File: src/rtl/irqmask_pkg.sv
package irqmask_pkg;

  localparam int unsigned OFF_MASK  = 0;
  localparam int unsigned OFF_RAW   = 1;
  localparam int unsigned OFF_COND  = 2;
  localparam int unsigned OFF_CLEAR = 3;

  typedef struct packed {
    logic loadMask;
    logic orMask;
    logic andMask;
    logic clearAll;
  } maskStrobe_t;

  typedef enum logic [1:0] {
    SEL_NONE = 2'd0,
    SEL_MASK = 2'd1,
    SEL_RAW  = 2'd2,
    SEL_COND = 2'd3
  } rdSel_t;

endpackage

File: src/rtl/irqmask_ctrl.sv
module irqmask_ctrl
  import irqmask_pkg::*;
#(
  parameter int unsigned ADDR_W = 3
) (
  input  logic              wrEn,
  input  logic [ADDR_W-1:0] addr,
  output maskStrobe_t       strobe,
  output rdSel_t            rdSel
);

  logic hitMask, hitRaw, hitCond, hitClear;

  assign hitMask  = (addr == ADDR_W'(OFF_MASK));
  assign hitRaw   = (addr == ADDR_W'(OFF_RAW));
  assign hitCond  = (addr == ADDR_W'(OFF_COND));
  assign hitClear = (addr == ADDR_W'(OFF_CLEAR));

  always_comb begin
    strobe.loadMask = wrEn && hitMask;
    strobe.orMask   = wrEn && hitRaw;
    strobe.andMask  = wrEn && hitCond;
    strobe.clearAll = wrEn && hitClear;
  end

  always_comb begin
    if (hitMask)      rdSel = SEL_MASK;
    else if (hitRaw)  rdSel = SEL_RAW;
    else if (hitCond) rdSel = SEL_COND;
    else              rdSel = SEL_NONE;
  end

endmodule

File: src/rtl/irqmask_dp.sv
module irqmask_dp
  import irqmask_pkg::*;
#(
  parameter int unsigned STAT_W = 32,
  parameter int unsigned COND_W = STAT_W / 2
) (
  input  logic              clk,
  input  logic              rstN,
  input  maskStrobe_t       strobe,
  input  rdSel_t            rdSel,
  input  logic [COND_W-1:0] wrData,
  input  logic [STAT_W-1:0] statusIn,
  output logic [COND_W-1:0] rdData,
  output logic [COND_W-1:0] maskQ,
  output logic [COND_W-1:0] rawQ,
  output logic              irqOut
);

  localparam int unsigned LO = STAT_W - COND_W;

  logic [COND_W-1:0] maskNext;
  logic [COND_W-1:0] maskedCond;

  // per-bit mask update: clear wins, then replace, then set, then keep-only
  for (genvar b = 0; b < COND_W; b++) begin : g_maskBit
    always_comb begin
      if (strobe.clearAll)      maskNext[b] = 1'b0;
      else if (strobe.loadMask) maskNext[b] = wrData[b];
      else if (strobe.orMask)   maskNext[b] = maskQ[b] | wrData[b];
      else if (strobe.andMask)  maskNext[b] = maskQ[b] & wrData[b];
      else                      maskNext[b] = maskQ[b];
    end
  end

  always_ff @(posedge clk or negedge rstN) begin
    if (!rstN) begin
      maskQ <= '0;
      rawQ  <= '0;
    end else begin
      maskQ <= maskNext;
      rawQ  <= strobe.clearAll ? '0 : statusIn[STAT_W-1:LO];
    end
  end

  assign maskedCond = rawQ & maskQ;
  assign irqOut     = |maskedCond;

  always_comb begin
    unique case (rdSel)
      SEL_MASK: rdData = maskQ;
      SEL_RAW:  rdData = rawQ;
      SEL_COND: rdData = maskedCond;
      default:  rdData = '0;
    endcase
  end

endmodule

File: src/rtl/irq_mask_unit.sv
module irq_mask_unit
  import irqmask_pkg::*;
#(
  parameter int unsigned STAT_W = 32,
  parameter int unsigned ADDR_W = 3,
  localparam int unsigned COND_W = STAT_W / 2
) (
  input  logic              clk,
  input  logic              rstN,
  input  logic [STAT_W-1:0] statusIn,
  input  logic              wrEn,
  input  logic [ADDR_W-1:0] addr,
  input  logic [COND_W-1:0] wrData,
  output logic [COND_W-1:0] rdData,
  output logic              irqOut
);

  maskStrobe_t       strobe;
  rdSel_t            rdSel;
  logic [COND_W-1:0] maskQ;
  logic [COND_W-1:0] rawQ;

  irqmask_ctrl #(.ADDR_W(ADDR_W)) u_ctrl (
    .wrEn   (wrEn),
    .addr   (addr),
    .strobe (strobe),
    .rdSel  (rdSel)
  );

  irqmask_dp #(.STAT_W(STAT_W), .COND_W(COND_W)) u_dp (
    .clk      (clk),
    .rstN     (rstN),
    .strobe   (strobe),
    .rdSel    (rdSel),
    .wrData   (wrData),
    .statusIn (statusIn),
    .rdData   (rdData),
    .maskQ    (maskQ),
    .rawQ     (rawQ),
    .irqOut   (irqOut)
  );

endmodule

File: config.mk
export PLATFORM = sky130hd
export DESIGN_NAME = irq_mask_unit
export DESIGN_NICKNAME = d
export VERILOG_FILES = /design/src/rtl/irqmask_pkg.sv /design/src/rtl/irqmask_ctrl.sv /design/src/rtl/irqmask_dp.sv /design/src/rtl/irq_mask_unit.sv
export SDC_FILE = /design/constraint.sdc
export NUM_CORES = 1
export LEC_CHECK = 0
export CAP_MARGIN = 20
export CORE_ASPECT_RATIO = 0.7
export CORE_MARGIN = 2
export CORE_UTILIZATION = 40
export CTS_BUF_LIST = sky130_fd_sc_hd__clkbuf_4
export DETAILED_ROUTE_END_ITERATION = 10
export GPL_ROUTABILITY_DRIVEN = 0
export PLACE_DENSITY = 0.75
export SLEW_MARGIN = 5
export SYNTH_ARGS = -nofsm -noshare
export SYNTH_HDL_FRONTEND = slang
export SYNTH_SLANG_ARGS = --single-unit
File: constraint.sdc
create_clock -name clk -period 1.6 [get_ports clk]
set_clock_uncertainty 0.05 [all_clocks]
set_input_delay 0.32 -clock clk [delete_from_list [all_inputs] [get_ports clk]]
set_output_delay 0.32 -clock clk [all_outputs]
set_load 0.02 [all_outputs]
==> qor.csv, run 1 <==
stage,metric,value,unit
sta,fin crit period,1.879,ns
worst_setup_path,CP Max Fanout,2,
sta,RSZ-0062 raised after global routing,yes,
sta,Slew headroom,85.57,%
logic_synthesis,mux cell area share after synthesis,0,%
logic_synthesis,Avg Synthesized Cell Area,9.636,µm²
sta,worst slew pin tran,0.2165,ns
detailed_routing,routed length per instance,19.32,µm
detailed_routing,DRC,0,
cts,worst skew pair latency,0.32,ns
logic_synthesis,synthesized cell area,1841,µm²
power,PwrDens,860.0,nW/µm²
finish,final core utilization,71.80,%
status,failing checks,negative setup slack,
floorplan,Die Span X,85.08,µm
logic_synthesis,yosys warns,0,
cts,CTS Buf Count,5,
sta,final count of hold timing violations,0,
logic_synthesis,largest family of logic cells by synthesized area,compound AO/OA/AOI/OAI gates,
logic_synthesis,complex-gate fraction of the synthesized area,27.74,%
global_route,GR Util All Layers,24.87,%
logic_synthesis,top_reg_cell synth,dfrtp_1,
detailed_routing,Routed Antenna Nets,0,
cts,maximum clock path buffer count,2,
worst_setup_path,Setup CP Type,register to output pin,
power,Sw Share,31.44,%
sta,setup tns final,-2.624,ns
power,logic gate share of total power,38.5,%
power,Clock power frac,23.2,%
cts,clock root cell,clkbuf_4,
worst_setup_path,Worst Path Arrival,1.51,ns
logic_synthesis,"Seq/Total Area, Yosys",43.51,%
place,hpwl dp,4.030,mm
cts,clock sinks,32,
logic_synthesis,Post-Synth Simple-Gate Area,18.22,%
power,sw power,850.1,µW
power,VDD IR max,0.5516,mV
floorplan,IO Count,71,
power,Static Leak,1.448,nW
min_path,Hold Crit Class,input pin to async pin,
place,Buffers on Ports,54,
finish,Fillers,296,
finish,register area,800.8,µm²
finish,fraction of layout cells with a size suffix above 1,41.87,%
cts,Max H-tree Level,2,
floorplan,Cell Rows,20,
detailed_routing,final WL,6.647,mm
logic_synthesis,area share of fa/ha/maj cells after synthesis,0,%
global_route,number of global-route vias before repair,1907,
worst_setup_path,CP required,1.23,ns
floorplan,chip height,60.76,µm
floorplan,Starting Density,42.03,%
place,pre-CTS setup slack,-0.8556,ns
power,Reg power frac,38.2,%
cts,clock-pin transition on the worst setup and hold timing paths,0.11,ns
sta,final worst setup slack,-0.2790,ns
finish,fin nets,342,
global_route,initial antenna violation count,0,
finish,Layout area overhead,70.84,%
finish,diode count,0,
detailed_routing,DRT iter0 DRCs,174,
logic_synthesis,distinct cell type count after synthesis,21,
logic_synthesis,"EDFF count, synth",0,
detailed_routing,Detailed Routing Iterations Pass 1,5,
cts,CTS tree,yes,
global_route,largest net degree at the start of global routing,33,
global_route,GRT overflow,0,
finish,multi-input logic area,1066,µm²
worst_setup_path,flop2flop setup slack,0.46,ns
sta,Pins Over Slew Limit,0,
detailed_routing,post-DR vias/cell,5.767,
floorplan,die area,5169,µm²
power,Pint,1.854,mW
sta,max frequency,532.2,MHz
worst_setup_path,CP Capture Type,output pin,
sta,final setup vio count,17,
floorplan,Core Area,4379,µm²
detailed_routing,DR vias,1984,
logic_synthesis,ys async rst share,100.0,%
cts,hold_buf cts,0,
logic_synthesis,Post-Syn Nets,245,
logic_synthesis,Syn Inst Count,191,
status,outcome,finished with violations,
logic_synthesis,XOR/XNOR Fraction of Synth Area,0,%
job,Max-cap violations,0,
global_route,first-pass GRT wire length,9.653,mm
logic_synthesis,Yosys reg bits,32,
sta,fin crit share,117.4,%
worst_setup_path,CP startpoint kind,register,
==> state kept, by name, summed over array words and instances, names as in the netlist <==
register / count
u_dp.rawQ: 16
u_dp.maskQ: 16
==> final timing paths <==
check / from / to / cells after the start
min in group clk: addr[1] / u_dp.maskQ[1] / 3
worst min-delay path: rstN / u_dp.maskQ[6] / 2
max in group asynchronous: rstN / u_dp.rawQ[11] / 2
worst min register to register: u_dp.maskQ[15] / u_dp.maskQ[15] / 3
worst max-delay path: u_dp.maskQ[9] / irqOut / 4
worst max register to register: u_dp.maskQ[4] / u_dp.maskQ[4] / 4
==> cells in the final DEF, fill, tap and decap left out <==
cell / count
buf_8: 1
inv_1: 17
a32oi_2: 10
a32oi_1: 6
bufinv_16: 1
a21oi_1: 16
and2_4: 10
clkbuf_16: 1
buf_6: 19
buf_12: 6
clkdlybuf4s50_1: 35
o22ai_1: 16
and2_1: 6
buf_4: 42
a221oi_2: 4
nand3_4: 1
a22oi_1: 16
clkdlybuf4s15_2: 1
a22o_1: 4
nand2b_4: 15
dfrtp_1: 32
dlygate4sd2_1: 1
clkbuf_4: 6
clkinv_2: 1
buf_2: 1
nor2_1: 16
nor2b_4: 2
nand2b_1: 2
nand4_1: 1
==> critical path, stage by stage, from the launching register on <==
cell	delay, ns
dfrtp_1	0.43
a22o_1	0.26
a221oi_2	0.17
nand4_1	0.13
buf_4	0.18
==> repair_timing <==
item                                    4_1_cts  5_1_grt
setup buffers                                10        3
cloned                                        1        1
pin swaps                                    25       14
gates resized for setup                     121       23
endpoints found under the setup margin       17       17
==> metal layers <==
metal / vias to the layer above / wire, µm / GRT usage, %
met5: - / 0 / 0
met4: 0 / 115 / 7.710
met3: 12 / 636 / 7.619
met2: 126 / 3028 / 38.28
met1: 952 / 2867 / 34.31
li1: 894 / - / -
==> final cells by class <==
cell class                 count  share of cell area, %
clock inverter                 2                  1.114
clock buffer                   6                  1.433
sequential                    32                  25.47
tap                           55                  2.189
multi-input combinational    125                  33.90
inverter                      17                  2.029
timing repair buffer         107                  33.86
==> synth_stat cells, drive strengths merged, types with 4 or more instances <==
master / count / area, µm²
nand2b: 17 / 106.4
nor2: 16 / 60.06
buf: 15 / 121.4
and2: 16 / 125.1
a21oi: 16 / 80.08
o22ai: 16 / 100.1
a32oi: 16 / 140.1
inv: 17 / 63.81
dfrtp: 32 / 800.8
a221oi: 4 / 35.03
a22o: 4 / 35.03
a22oi: 16 / 120.1
==> metrics by stage <==
stage | cell area (µm²) | std cells | power, mW | hold WS, ns
after floorplan | 1841 | 191 | 1.385 | -0.02559
after global routing | 3144 | 344 | 2.818 | 0.3115
after CTS | 2960 | 340 | 2.573 | 0.2845
after global placement | 2668 | 321 | 1.822 | 0.5658
final | 3144 | 344 | 2.704 | 0.2858
after detailed placement | 2668 | 321 | 1.842 | 0.5738
==> power groups by stage <==
stage | Clock (mW) | Sequential (mW) | Combinational [mW]
2_1_floorplan | 0 | 1.01 | 0.370
4_1_cts | 0.637 | 1.02 | 0.919
6_report | 0.628 | 1.03 | 1.04
5_1_grt | 0.668 | 1.04 | 1.11
3_3_place_gp | 0 | 1.02 | 0.804
3_5_place_dp | 0 | 1.02 | 0.826
==> kinds of logic (layout without fill, tap and decap cells) <==
| group | Yosys count | after routing |
|---|---|---|
| AOI/OAI and AO/OA | 72 | 72 |
| buffers and inverters | 34 | 132 |
| DFF | 32 | 32 |
| and+or+nand+nor | 53 | 53 |
Power figures use the tool's default switching activity.
==> inputs of run 2 (changes only) <==
Settings changed: DONT_BUFFER_PORTS set to 1, PLACE_DENSITY 0.75 to 0.55, RECOVER_POWER set to 100, SKIP_CTS_REPAIR_TIMING set to 1.
==> qor.csv, run 2 (same netlist as run 1, synthesis figures left out) <==
stage,metric,value,unit,change
worst_setup_path,Buf/Inv on CP,1,,unchanged
sta,Slew headroom,45.54,%,-40 points
detailed_routing,DR vias,1611,,-19%
worst_setup_path,Max stage delay on crit path,0.42,ns,about the same
global_route,initial antenna violation count,0,,unchanged
sta,WHS,0.02543,ns,-0.2604 ns
status,failing checks,negative setup slack,,
finish,Top Registers,"u_dp.maskQ x16, u_dp.rawQ x16",,
cts,Max H-tree Level,2,,unchanged
worst_setup_path,CP endpoint,irqOut,,
worst_setup_path,CP required,1.23,ns,about the same
detailed_routing,routed length per instance,18.64,µm,-3.5%
power,Static Leak,0.9838,nW,-32%
cts,CTS tree,yes,,
sta,worst slew pin tran,0.8169,ns,+0.6005 ns
global_route,number of global-route vias before repair,1449,,-24%
job,Max-cap violations,0,,unchanged
sta,max frequency,517.7,MHz,-2.7%
detailed_routing,final WL,5.126,mm,-23%
global_route,GR Util All Layers,19.68,%,-5.2 points
finish,fin nets,273,,-20%
worst_setup_path,launch point of the worst path,u_dp.maskQ[14],,
finish,most frequent cells in the layout,"32 x dfrtp_1, 25 x buf_4, 17 x inv_1",,
global_route,first-pass GRT wire length,7.562,mm,-22%
sta,RSZ-0062 raised after global routing,yes,,
cts,worst skew pair latency,0.33,ns,about the same
power,VDD IR max,0.4508,mV,-18%
worst_setup_path,CP top delay family,compound AO/OA/AOI/OAI gates,,
global_route,largest net degree at the start of global routing,35,,+6.1%
place,hpwl dp,3.660,mm,-9.2%
sta,fin crit period,1.932,ns,+0.05266 ns
worst_setup_path,CP Capture Type,output pin,,
cts,clock root cell,clkbuf_4,,
cts,clock sinks,32,,unchanged
floorplan,Cell Rows,20,,unchanged
place,Buffers on Ports,0,,-100%
floorplan,Starting Density,42.03,%,unchanged
worst_setup_path,reg2reg start,u_dp.maskQ[7],,
sta,final setup vio count,17,,unchanged
floorplan,Die Span X,85.08,µm,unchanged
power,Reg power frac,49.5,%,+11 points
floorplan,die area,5169,µm²,unchanged
finish,"commonest non-fill, non-tap cell in the layout",dfrtp_1,,
status,outcome,finished with violations,,
power,PwrDens,946.0,nW/µm²,+10%
worst_setup_path,Reg-to-Reg End,u_dp.maskQ[7],,
worst_setup_path,"Cell Chain, Critical Path",a22o_1 > a221oi_1 > nand4_1 > buf_4,,
finish,diode count,0,,unchanged
finish,Layout area overhead,20.39,%,
finish,fraction of layout cells with a size suffix above 1,29.55,%,-12 points
sta,Pins Over Slew Limit,0,,unchanged
worst_setup_path,reg2reg path depth,3,,-1
min_path,Hold Crit Class,input pin to register,,
worst_setup_path,slowest cell on the critical path,dfrtp_1,,
power,Clock power frac,21.6,%,-1.6 points
global_route,GRT overflow,0,,unchanged
worst_setup_path,Crit. path cell count,4,,unchanged
worst_setup_path,CP startpoint kind,register,,
sta,setup tns final,-2.080,ns,+0.5446 ns
cts,CTS Buf Count,5,,unchanged
sta,final count of hold timing violations,0,,unchanged
detailed_routing,Routed Antenna Nets,0,,unchanged
detailed_routing,DRC,0,,unchanged
sta,final worst setup slack,-0.3316,ns,-0.05266 ns
worst_setup_path,Setup CP Type,register to output pin,,
power,sw power,697.2,µW,-18%
power,logic gate share of total power,28.9,%,-9.6 points
worst_setup_path,CP Max Fanout,2,,unchanged
sta,fin crit share,120.7,%,+3.3 points
worst_setup_path,Worst Path Arrival,1.56,ns,+0.05 ns
power,Pint,1.399,mW,-25%
detailed_routing,Detailed Routing Iterations Pass 1,4,,-1
worst_setup_path,flop2flop setup slack,0.52,ns,+0.06 ns
floorplan,Core Area,4379,µm²,unchanged
detailed_routing,post-DR vias/cell,5.858,,+1.6%
place,pre-CTS setup slack,-0.3437,ns,+0.5119 ns
floorplan,chip height,60.76,µm,unchanged
cts,maximum clock path buffer count,2,,unchanged
cts,clock-pin transition on the worst setup and hold timing paths,0.10,ns,about the same
floorplan,IO Count,71,,unchanged
power,Sw Share,33.26,%,+1.8 points
detailed_routing,DRT iter0 DRCs,162,,-6.9%
## run 2: cell count changes in the layout (fill, tap and decap cells not counted), sizes merged
cell / change
bufinv: -1
clkdlybuf4s15: -1
clkdlybuf4s50: -35
buf: -43
clkbuf: +10
dlygate4sd3: +1
dlygate4sd2: -1
clkinvlp: +1
## run 2: power by group through the flow
| stage | Sequential (mW) | Combinational (mW) | Clock (mW) |
|---|---|---|---|
| 6_report | 1.04 | 0.606 | 0.453 |
| 5_1_grt | 1.05 | 0.658 | 0.505 |
| 4_1_cts | 1.02 | 0.573 | 0.467 |
| 3_5_place_dp | 1.04 | 0.570 | 0 |
| 3_3_place_gp | 1.03 | 0.552 | 0 |
| 2_1_floorplan | 1.01 | 0.370 | 0 |
## run 2: layer usage
| layer | track usage, % | vias up | part of all wire, % | wire, µm |
|---|---|---|---|---|
| li1 | - | 753 | - | - |
| met1 | 28.94 | 785 | 46 | 2367 |
| met2 | 27.90 | 65 | 44 | 2238 |
| met3 | 6.531 | 8 | 9.3 | 478 |
| met4 | 5.442 | 0 | 0.82 | 42 |
| met5 | 0 | - | 0 | 0 |
## run 2: worst reg2reg max path, stage by stage (launching register included)
cell	delay, ns
dfrtp_1	0.43
clkbuf_1	0.17
a22oi_1	0.21
o22ai_1	0.11
## run 2: stage by stage
step | util, % | instances | area (µm²) | power, mW
global placement | 46.11 | 261 | 2019 | 1.585
CTS | 47.40 | 269 | 2076 | 2.060
floorplan | - | 191 | 1841 | 1.385
global route | 50.60 | 275 | 2216 | 2.210
finish | 50.60 | 275 | 2216 | 2.096
detailed placement | 46.11 | 261 | 2019 | 1.606
## run 2: worst min-delay path by stage
| stage | start | endpoint | slack, ns | cells after the start |
|---|---|---|---|---|
| after floorplan | rstN | u_dp.maskQ[0] | -0.03 | 0 |
| after global placement | rstN | u_dp.rawQ[15] | -0.02 | 0 |
| after detailed placement | rstN | u_dp.rawQ[1] | -0.02 | 0 |
| after CTS | rstN | u_dp.rawQ[1] | -0.40 | 0 |
| after global routing | addr[1] | u_dp.maskQ[4] | 0.02 | 1 |
| final | addr[1] | u_dp.maskQ[4] | 0.03 | 1 |
## run 2: area by class of cell
class | instances | area [µm²]
fillers | 396 | 2163
repair buffers | 38 | 251.5
inverters | 17 | 63.81
flip-flops and latches | 32 | 800.8
clock inverters | 2 | 11.26
multi-input cells | 125 | 974.7
well taps | 55 | 68.82
clock buffers | 6 | 45.04
